==> src/rtl/hbd_pkg.sv <==
package hbd_pkg;

    localparam int COEF_W    = 16;
    localparam int COEF_FRAC = 15;

    typedef enum logic [1:0] {
        PH_PRIME = 2'd0,
        PH_SKIP  = 2'd1,
        PH_TAKE  = 2'd2
    } phase_t;

    typedef enum logic [1:0] {
        MD_WIDE   = 2'd0,
        MD_MID    = 2'd1,
        MD_NARROW = 2'd2,
        MD_HALF   = 2'd3
    } mode_t;

    // Coefficient of odd-offset pair k (offset 2k+1 from the centre), Q15.
    function automatic logic [COEF_W-1:0] side_coef(input mode_t md, input int k);
        logic signed [COEF_W-1:0] c;
        c = '0;
        unique case (md)
            MD_WIDE: begin
                if (k == 0)      c = 16'sd9672;
                else if (k == 1) c = -16'sd1832;
                else if (k == 2) c = 16'sd352;
            end
            MD_MID: begin
                if (k == 0)      c = 16'sd9216;
                else if (k == 1) c = -16'sd1024;
            end
            MD_NARROW: begin
                if (k == 0)      c = 16'sd9800;
                else if (k == 1) c = -16'sd1960;
                else if (k == 2) c = 16'sd352;
            end
            default: c = '0;
        endcase
        return c;
    endfunction

endpackage

==> src/rtl/hbd_tapline.sv <==
module hbd_tapline #(
    parameter int W    = 8,
    parameter int NTAP = 11
) (
    input  logic                    clk,
    input  logic                    rst_n,
    input  logic                    clr,
    input  logic                    shift,
    input  logic [W-1:0]            din,
    output logic [NTAP-1:0][W-1:0]  taps
);

    // taps[0] holds the newest sample.
    for (genvar i = 0; i < NTAP; i++) begin : g_tap
        logic [W-1:0] r;
        if (i == 0) begin : g_head
            always_ff @(posedge clk or negedge rst_n) begin
                if (!rst_n)     r <= '0;
                else if (clr)   r <= '0;
                else if (shift) r <= din;
            end
        end else begin : g_body
            always_ff @(posedge clk or negedge rst_n) begin
                if (!rst_n)     r <= '0;
                else if (clr)   r <= '0;
                else if (shift) r <= taps[i-1];
            end
        end
        assign taps[i] = r;
    end

endmodule

==> src/rtl/hbd_coef_rom.sv <==
module hbd_coef_rom #(
    parameter int NPAIR = 3
) (
    input  hbd_pkg::mode_t                           md,
    output logic [NPAIR-1:0][hbd_pkg::COEF_W-1:0]    coef
);

    for (genvar k = 0; k < NPAIR; k++) begin : g_coef
        assign coef[k] = hbd_pkg::side_coef(md, k);
    end

endmodule

==> src/rtl/hbd_mac.sv <==
module hbd_mac #(
    parameter int IN_W  = 8,
    parameter int NTAP  = 11,
    parameter int NPAIR = 3,
    parameter int ACC_W = 28
) (
    input  logic                                  clk,
    input  logic                                  rst_n,
    input  logic                                  go,
    input  logic                                  kill,
    input  logic [NTAP-1:0][IN_W-1:0]             taps,
    input  logic [NPAIR-1:0][hbd_pkg::COEF_W-1:0] coef,
    output logic                                  acc_vld,
    output logic signed [ACC_W-1:0]               acc
);

    import hbd_pkg::*;

    localparam int CTR = (NTAP - 1) / 2;

    logic                    v1_q;
    logic [IN_W-1:0]         ctr_q;
    logic signed [ACC_W-1:0] prod [NPAIR];
    logic signed [ACC_W-1:0] ctr_ext;
    logic signed [ACC_W-1:0] sum;

    // Stage 1: symmetric pre-add of each odd-offset pair.
    for (genvar k = 0; k < NPAIR; k++) begin : g_pair
        localparam int LO = CTR - 2 * k - 1;
        localparam int HI = CTR + 2 * k + 1;
        logic [IN_W:0]           psum_q;
        logic signed [ACC_W-1:0] pa;
        logic signed [ACC_W-1:0] ca;

        always_ff @(posedge clk or negedge rst_n) begin
            if (!rst_n)  psum_q <= '0;
            else if (go) psum_q <= {taps[LO][IN_W-1], taps[LO]} + {taps[HI][IN_W-1], taps[HI]};
        end

        assign pa      = {{(ACC_W-IN_W-1){psum_q[IN_W]}}, psum_q};
        assign ca      = {{(ACC_W-COEF_W){coef[k][COEF_W-1]}}, coef[k]};
        assign prod[k] = pa * ca;
    end

    always_ff @(posedge clk or negedge rst_n) begin
        if (!rst_n) begin
            v1_q  <= 1'b0;
            ctr_q <= '0;
        end else begin
            v1_q <= go && !kill;
            if (go) ctr_q <= taps[CTR];
        end
    end

    // Stage 2: full-precision sum; the centre tap is a shift by COEF_FRAC-1.
    assign ctr_ext = {{(ACC_W-IN_W){ctr_q[IN_W-1]}}, ctr_q};

    always_comb begin
        sum = ctr_ext <<< (COEF_FRAC - 1);
        for (int k = 0; k < NPAIR; k++) begin
            sum = sum + prod[k];
        end
    end

    always_ff @(posedge clk or negedge rst_n) begin
        if (!rst_n) begin
            acc_vld <= 1'b0;
            acc     <= '0;
        end else begin
            acc_vld <= v1_q && !kill;
            if (v1_q) acc <= sum;
        end
    end

endmodule

==> src/rtl/hbd_rndsat.sv <==
module hbd_rndsat #(
    parameter int ACC_W = 28,
    parameter int OUT_W = 8,
    parameter int FRAC  = 15
) (
    input  logic                    clk,
    input  logic                    rst_n,
    input  logic                    kill,
    input  logic                    acc_vld,
    input  logic signed [ACC_W-1:0] acc,
    output logic                    out_valid,
    output logic [OUT_W-1:0]        out_data
);

    localparam logic signed [ACC_W-1:0] HALF = ACC_W'(1) <<< (FRAC - 1);

    logic signed [ACC_W-1:0] biased;
    logic signed [ACC_W-1:0] shr;
    logic [ACC_W-OUT_W:0]    top;
    logic                    in_range;
    logic [OUT_W-1:0]        clamped;

    assign biased   = acc + HALF;
    assign shr      = biased >>> FRAC;
    assign top      = shr[ACC_W-1:OUT_W-1];
    assign in_range = (&top) || !(|top);
    assign clamped  = in_range ? shr[OUT_W-1:0]
                               : {shr[ACC_W-1], {(OUT_W-1){~shr[ACC_W-1]}}};

    always_ff @(posedge clk or negedge rst_n) begin
        if (!rst_n) begin
            out_valid <= 1'b0;
            out_data  <= '0;
        end else begin
            out_valid <= acc_vld && !kill;
            if (acc_vld) out_data <= clamped;
        end
    end

endmodule

==> src/rtl/hbd_decim.sv <==
module hbd_decim #(
    parameter int IN_W  = 8,
    parameter int OUT_W = 8,
    parameter int ORDER = 10
) (
    input  logic             clk,
    input  logic             rst_n,
    input  logic [1:0]       band_sel,
    input  logic             in_valid,
    input  logic [IN_W-1:0]  in_data,
    output logic             out_valid,
    output logic [OUT_W-1:0] out_data
);

    import hbd_pkg::*;

    localparam int NTAP  = ORDER + 1;
    localparam int NPAIR = (ORDER / 2 + 1) / 2;
    localparam int CNT_W = $clog2(NTAP + 1);
    localparam int ACC_W = IN_W + COEF_W + $clog2(NPAIR + 1) + 2;

    mode_t                           mode_q;
    phase_t                          state_q, state_d;
    logic [CNT_W-1:0]                fill_q, fill_d;
    logic                            mode_chg;
    logic                            accept;
    logic                            take;
    logic                            take_q;
    logic [NTAP-1:0][IN_W-1:0]       taps;
    logic [NPAIR-1:0][COEF_W-1:0]    coef;
    logic                            acc_vld;
    logic signed [ACC_W-1:0]         acc;

    assign mode_chg = (band_sel != mode_q);
    assign accept   = in_valid && !mode_chg;

    // State register.
    always_ff @(posedge clk or negedge rst_n) begin
        if (!rst_n) begin
            state_q <= PH_PRIME;
            fill_q  <= '0;
            mode_q  <= MD_WIDE;
            take_q  <= 1'b0;
        end else begin
            state_q <= state_d;
            fill_q  <= fill_d;
            mode_q  <= mode_t'(band_sel);
            take_q  <= take;
        end
    end

    // Next state.
    always_comb begin
        state_d = state_q;
        fill_d  = fill_q;
        if (mode_chg) begin
            state_d = PH_PRIME;
            fill_d  = '0;
        end else if (in_valid) begin
            unique case (state_q)
                PH_PRIME: begin
                    if (fill_q == CNT_W'(NTAP - 1)) state_d = PH_SKIP;
                    else                            fill_d  = fill_q + 1'b1;
                end
                PH_SKIP:  state_d = PH_TAKE;
                PH_TAKE:  state_d = PH_SKIP;
                default:  state_d = PH_PRIME;
            endcase
        end
    end

    // Outputs of the sequencer.
    always_comb begin
        take = 1'b0;
        if (accept) begin
            unique case (state_q)
                PH_PRIME: take = (fill_q == CNT_W'(NTAP - 1));
                PH_SKIP:  take = 1'b0;
                PH_TAKE:  take = 1'b1;
                default:  take = 1'b0;
            endcase
        end
    end

    hbd_tapline #(
        .W    (IN_W),
        .NTAP (NTAP)
    ) u_line (
        .clk   (clk),
        .rst_n (rst_n),
        .clr   (mode_chg),
        .shift (accept),
        .din   (in_data),
        .taps  (taps)
    );

    hbd_coef_rom #(
        .NPAIR (NPAIR)
    ) u_rom (
        .md   (mode_q),
        .coef (coef)
    );

    hbd_mac #(
        .IN_W  (IN_W),
        .NTAP  (NTAP),
        .NPAIR (NPAIR),
        .ACC_W (ACC_W)
    ) u_mac (
        .clk     (clk),
        .rst_n   (rst_n),
        .go      (take_q),
        .kill    (mode_chg),
        .taps    (taps),
        .coef    (coef),
        .acc_vld (acc_vld),
        .acc     (acc)
    );

    hbd_rndsat #(
        .ACC_W (ACC_W),
        .OUT_W (OUT_W),
        .FRAC  (COEF_FRAC)
    ) u_rnd (
        .clk       (clk),
        .rst_n     (rst_n),
        .kill      (mode_chg),
        .acc_vld   (acc_vld),
        .acc       (acc),
        .out_valid (out_valid),
        .out_data  (out_data)
    );

endmodule

==> config.mk <==
export PLATFORM = sky130hd
export DESIGN_NAME = hbd_decim
export DESIGN_NICKNAME = d
export VERILOG_FILES = /design/src/rtl/hbd_pkg.sv /design/src/rtl/hbd_tapline.sv /design/src/rtl/hbd_coef_rom.sv /design/src/rtl/hbd_mac.sv /design/src/rtl/hbd_rndsat.sv /design/src/rtl/hbd_decim.sv
export SDC_FILE = /design/constraint.sdc
export NUM_CORES = 1
export LEC_CHECK = 0
export ABC_AREA = 1
export BUFFER_PORTS_ARGS = -buffer_cell sky130_fd_sc_hd__buf_4
export CORE_ASPECT_RATIO = 0.7
export CORE_MARGIN = 5
export CORE_UTILIZATION = 55
export CTS_CLUSTER_DIAMETER = 100
export CTS_CLUSTER_SIZE = 14
export DETAILED_ROUTE_END_ITERATION = 10
export PLACE_DENSITY_LB_ADDON = 0.2
export SLEW_MARGIN = 20
export SYNTH_ARGS = -nofsm -noshare
export SYNTH_HDL_FRONTEND = slang
export SYNTH_SLANG_ARGS = --single-unit
==> constraint.sdc <==
create_clock -name clk -period 8 [get_ports clk]
set_clock_uncertainty 0.15 [all_clocks]
set_input_delay 1.6 -clock clk [delete_from_list [all_inputs] [get_ports clk]]
set_output_delay 1.6 -clock clk [all_outputs]
set_load 0.02 [all_outputs]
Word level (Yosys, flattened, before mapping):

Cells that the tools add are included.

* $add $sub $neg: 8
* reductions and logical operators: 17
* equal/unequal tests: 8
* multipliers: 3
* $lt $le $gt $ge: 0
* multiplexer cells: 36
* shift-type cells: 0
* div/mod/pow operators: 0
* bitwise operators: 1

Operator list (number)
* 8-bit two-way mux: 23
* 28-bit adder: 2
* 16-bit case mux with 3 select lines: 1
* 14-bit case mux with 3 select lines: 1
* 28-bit by 16-bit adder with 28-bit output (second input constant): 1
* 8-bit by 8-bit adder with 9-bit output: 3
* 22-bit by 24-bit adder with 25-bit output: 1
* 9-bit by 16-bit multiplier with 25-bit output: 1
* 9-bit by 15-bit multiplier with 24-bit output: 1
* 9-bit by 10-bit multiplier with 19-bit output: 1
* 4-bit two-way mux: 4
* 9-bit two-way mux: 1
* 2-bit two-way mux: 3
* 2-bit case mux with 3 select lines: 1
* 6-bit AND reduction: 1
* 2-bit nonzero test: 3
* 6-bit OR reduction: 1
* 4-bit by 1-bit adder with 4-bit output (second input constant): 1
* 2-bit by 1-bit == test with 1-bit output (second input constant): 2
* 2-bit == test (second input constant): 2
* 4-bit == test (second input constant): 1
* 1-bit logical AND: 4
* 2-bit logical NOT: 2
* 3-bit by 2-bit inequality test with 1-bit output (second input constant): 1
* other kinds (10): 11

* flip-flop bits (word level): 171
* bits in writable memories: 0
* memory bits (read-only): 0
* input bits: 13
* latch bits: 0
* memories kept: 0

Longest topological paths before layout:

* depth in word-level cells: 6
* gate-level depth with buffers: 36
* mapped depth without buffers: 35

Hierarchy:

Synthesis repeated with hierarchy kept, for this count alone.

* cell total of the unflattened synthesis: 3138
* area total of the unflattened synthesis: 25430.6 µm²

By module, submodules not included
* hbd_mac: instances 1, area an instance 20340.8 µm², cells an instance 2525, seq. area each 1626.6 µm²
* hbd_tapline: instances 1, area an instance 3468.3 µm², cells an instance 382, seq. area each 2202.1 µm²
* hbd_rndsat: instances 1, area an instance 728.2 µm², cells an instance 112, seq. area each 225.2 µm²
* hbd_decim: instances 1, area an instance 545.5 µm², cells an instance 69, seq. area each 225.2 µm²
* hbd_coef_rom: instances 1, area an instance 347.8 µm², cells an instance 50, seq. area each 0.0 µm²

Worst setup path before layout:

No wires, ideal clock.

* path kind: register to register
* start point: reg mode_q[0]
* end point: reg u_mac.acc[26]
* library setup time: 119 ps
* period minus slack after synthesis: 6878 ps
* stages on the path, launching flop included: 34
* path slack: 1122 ps
* arrival time: 6609 ps
* path buffers: 2
* path through: dfrtp_1 -> buf_2 -> nand2_1 -> inv_1 -> buf_2 -> nor2_1 -> fa_1 -> inv_1 -> fa_1 -> inv_1 -> fa_1 -> inv_1 -> fa_1 -> inv_1 -> ha_1 -> ha_1 -> inv_1 -> nor3_1 -> nand3_1 -> nand3_1 -> a31oi_1 -> xor2_1 -> fa_1 -> inv_1 -> ha_1 -> inv_1 -> nor3_1 -> nand3_1 -> nor2_1 -> nand2b_1 -> nand3_1 -> nand2_1 -> nand3_1 -> nand2_1

* word-level cells in the longest chain between the ends: 6

Ends and longest elaborated chain
* from (decl): line hbd_decim.sv:22 `mode_t mode_q;`
* from (signal assigned): line hbd_decim.sv:47 `mode_q <= mode_t'(band_sel);`
* 2-bit == test, or another cell as far along: line hbd_pkg.sv:23 `unique case (md)`
* 14-bit case mux with 3 select lines: line hbd_pkg.sv:23
* 9-bit by 15-bit multiplier with 24-bit output: line hbd_mac.sv:42 `assign prod[k] = pa * ca;`
* 22-bit by 24-bit adder with 25-bit output: line hbd_mac.sv:61 `sum = sum + prod[k];`
* 28-bit adder: line hbd_mac.sv:61
* 28-bit adder (*): line hbd_mac.sv:61
* to (signal assigned): line hbd_mac.sv:71 `if (v1_q) acc <= sum;`
* to (decl): line hbd_mac.sv:14 `output logic signed [ACC_W-1:0] acc`

Every way passes the cells marked *; elsewhere a longest branch is shown, timed or not.
A chain may end at the register's enable or synchronous reset.

Worst setup path after layout:

* start point: reg mode_q[0]
* end point: reg u_mac.acc[22]

Same word-level chain as after synthesis.

==> metrics.md <==
| Metric | Value |
|---|---|
| Outcome | `finished clean` |
| Largest net degree at the start of global routing | `99` |
| Initial Utilization | `0.560` |
| RSZ-0062 raised after global routing | `false` |
| Crit path to | `u_mac.acc[22]$_DFFE_PN0P_` |
| Crit. End Element | `flop` |
| Int Power | `1.62 mW` |
| Cell mode on critical path | `nand2_1` |
| Routed via count | `12100` |
| CP arrival | `7.61 ns` |
| Number of max-cap violations | `0` |
| Layout Nets | `2267` |
| DR WL/cell | `15.9 um` |
| Total gr overflow | `0` |
| Crit path from | `mode_q[0]$_DFF_PN0_` |
| Crit path depth | `32` |
| CP Class | `flop to flop` |
| Num Clock Sinks | `157` |
| Antenna diodes | `0` |
| Seq/Total Area, Yosys | `0.251` |
| Worst Hold Depth | `2` |
| Slew HR | `0.290` |
| Register area | `3930 um2` |
| Comb pwr share | `0.346` |
| Sw Ratio | `0.367` |
| Yosys warnings | `0` |
| Setup repair bufs after CTS | `0` |
| Buffers on Ports | `21` |
| Critical R2R Launch | `mode_q[0]$_DFF_PN0_` |
| Drt total wl | `36300 um` |
| Final setup TNS | `0 ns` |
| Layout area overhead | `7.29%` |
| HP Class | `flop to flop` |
| Cell taking the most area after synthesis | `dfrtp_1` |
| CTS tree | `built` |
| Clk buf depth | `2` |
| Tot Pwr | `2.56 mW` |
| Mapped cell area | `15600 um2` |
| Maximum vdd drop | `0.000123 V` |
| Clk_lat worst skew | `0.44 ns` |
| Slowest cell on the critical path | `fa_1` |
| Die height | `151 um` |
| Average cell area after synthesis | `8.27 um2` |
| Final cycle utilization of the critical path | `0.933` |
| #FFs+latches synth | `157` |
| Final HPWL DP | `29700 um` |
| Clock slew at reported path FFs | `0.06 ns` |
| Final min period | `7.46 ns` |
| Die area | `31900 um2` |
| Post-Synthesis Cells | `1890` |
| Final Wtd Congestion | `1.01` |
| Worst-margin pin slew | `1.06 ns` |
| Top cells by area, synth | `dfrtp_1 (25%), ha_1 (17%), fa_1 (17%), inv_1 (12%), nand2_1 (6.2%)` |
| Count leader, synth | `inv_1` |
| Sequential Power Share | `0.326` |
| Reg2Reg Setup Slack | `0.54 ns` |
| Commonest cells post-synth | `inv_1 (480), nand2_1 (258), ha_1 (217), dfrtp_1 (157), nor2_1 (139)` |
| Die width | `211 um` |
| Yosys top cell area share | `0.251` |
| PD cells | `153 nW/um2` |
| Clock share of power | `0.328` |
| Initial DRT Pass Iterations | `5` |
| ANT nets after route | `0` |
| Yosys cell types | `43` |
| Multi-input gate area | `9740 um2` |
| CP required | `8.15 ns` |
| Element type at the critical path start | `flop` |
| Synth Flop Type | `dfrtp_1` |
| Bufs and invs on worst path | `6` |
| Max Slew Vio Count | `0` |
| Top Ports | `22` |
| Vias in the first global route | `12200` |
| Tot GR Track Use | `0.239` |
| Final Setup Violations | `0` |
| CP delay by family, top | `adder cells` |
| Cell Rows | `51` |
| Fin. Hold Viols | `0` |
| Crit path max fanout | `30` |
| Layout cell share with drive strength beyond 1 | `0.0418` |
| Root Driver | `clkbuf_16` |
| EDFF count, synth | `0` |
| Cts hold-fix bufs | `0` |
| Asr flop ratio synth | `1.00` |
| Fmax | `0.134 GHz` |
| Drt drc | `0` |
| CTS H-tree lvls | `4` |
| RR Endpoint | `u_mac.acc[22]$_DFFE_PN0P_` |
| DR iter-0 viols | `1067` |
| NetSw | `0.939 mW` |
| Slowest stage delay, CP | `0.56 ns` |
| Fill cell count | `2501` |
| Core area | `27900 um2` |
| Vias/cell | `5.28` |
| Initial antenna violation count | `0` |
| First-pass GRT wire length | `61000 um` |
| CTS Buf Count | `17` |
| FF-to-FF path depth | `32` |
| Leak | `9.09 nW` |
## how the worst min path moves through the flow
stage	start	endpoint	slack, ns
CTS	u_line.g_tap[5].r[7]$_DFFE_PN0P_	u_mac.ctr_q[7]$_DFFE_PN0P_	0.34
finish	u_line.g_tap[5].r[3]$_DFFE_PN0P_	u_mac.ctr_q[3]$_DFFE_PN0P_	0.34
detailed placement	u_line.g_tap[5].r[3]$_DFFE_PN0P_	u_mac.ctr_q[3]$_DFFE_PN0P_	0.32
global placement	u_line.g_tap[5].r[3]$_DFFE_PN0P_	u_mac.ctr_q[3]$_DFFE_PN0P_	0.32
floorplan	u_line.g_tap[5].r[1]$_DFFE_PN0P_	u_mac.ctr_q[1]$_DFFE_PN0P_	0.30
global route	u_line.g_tap[5].r[7]$_DFFE_PN0P_	u_mac.ctr_q[7]$_DFFE_PN0P_	0.35
## cells in the final DEF, fill, tap and decap left out, types with 3 or more instances in the layout
master,instances
o22ai_1,84
nand2_1,257
bufinv_16,3
xor2_1,41
clkbuf_16,17
o21ai_0,74
o21ai_1,8
or2_2,4
dfrtp_1,157
fa_1,133
nand2_2,5
nor2_1,139
nor3_1,15
nand3_1,66
ha_1,217
o21bai_1,12
a21o_1,12
nand3b_1,3
conb_1,4
a21oi_1,74
buf_4,28
a31oi_1,12
nor2_2,3
nand4_1,14
xnor2_1,20
nor2_4,3
inv_1,480
## cell families (layout without fill, tap and decap cells)
kind of cell,Yosys count,in the layout,share of synthesized area
compound gates,287,287,0.106
xor+xnor,61,61,0.0342
fa+ha+maj,350,350,0.344
buf+inv,518,542,0.126
flops,157,157,0.251
other cells,2,4,0.000481
simple gates,515,515,0.138
## tightest hold or removal path: cells and delay by family, from the launching register on
family          cells  cell delay, ns
flops               1            0.34
simple gates        1            0.05
compound gates      1            0.06
## power by group through the flow
| stage | Combinational [mW] | Clock [mW] | Sequential [mW] |
|---|---|---|---|
| global route | 1.02 | 0.894 | 0.835 |
| finish | 0.885 | 0.840 | 0.833 |
| CTS | 0.886 | 0.856 | 0.833 |
| floorplan | 0.650 | 0 | 0.846 |
| global placement | 0.872 | 0 | 0.847 |
| detailed placement | 0.881 | 0 | 0.848 |
## metal layers
layer  vias up  GRT usage  share of wire  wire, um
met5         -          0              0         0
met4         0     0.0496          0.016       566
met3        41     0.0385          0.050      1820
met2       282      0.362           0.42     15400
met1      5805      0.365           0.51     18500
li1       5956          -              -         -
## final cells by class
type	count	share of cell area
repair buffers	29	0.0132
clock buffers	19	0.0264
multi-input cells	1217	0.581
inverters	482	0.108
well taps	371	0.0277
clock inverters	12	0.00963
flip-flops and latches	157	0.234
## timing repair
action,4_1_cts,5_1_grt
gates resized for setup,0,1
endpoints found under the hold margin,0,0
endpoints found under the setup margin,0,6
## state kept, by name, summed over array words and instances, names as in the netlist
name / count
u_mac.acc_vld: 1
state_q: 2
u_line.g_tap.r: 88
u_mac.acc: 14
mode_q: 2
u_rnd.out_data: 8
u_mac.v1_q: 1
u_mac.g_pair.psum_q: 27
take_q: 1
fill_q: 4
u_mac.ctr_q: 8
u_rnd.out_valid: 1
## through the flow
step	cells	instance area [um2]	hold slack, ns	util	setup slack [ns]
after floorplan	1892	15600	0.300	-	1.12
after global routing	2287	16800	0.348	0.601	0.00566
final	2287	16800	0.338	0.601	0.538
after global placement	2256	16200	0.319	0.580	0.540
after CTS	2287	16800	0.339	0.601	0.432
after detailed placement	2256	16200	0.323	0.580	0.461
(Power assumes the default switching activity.)
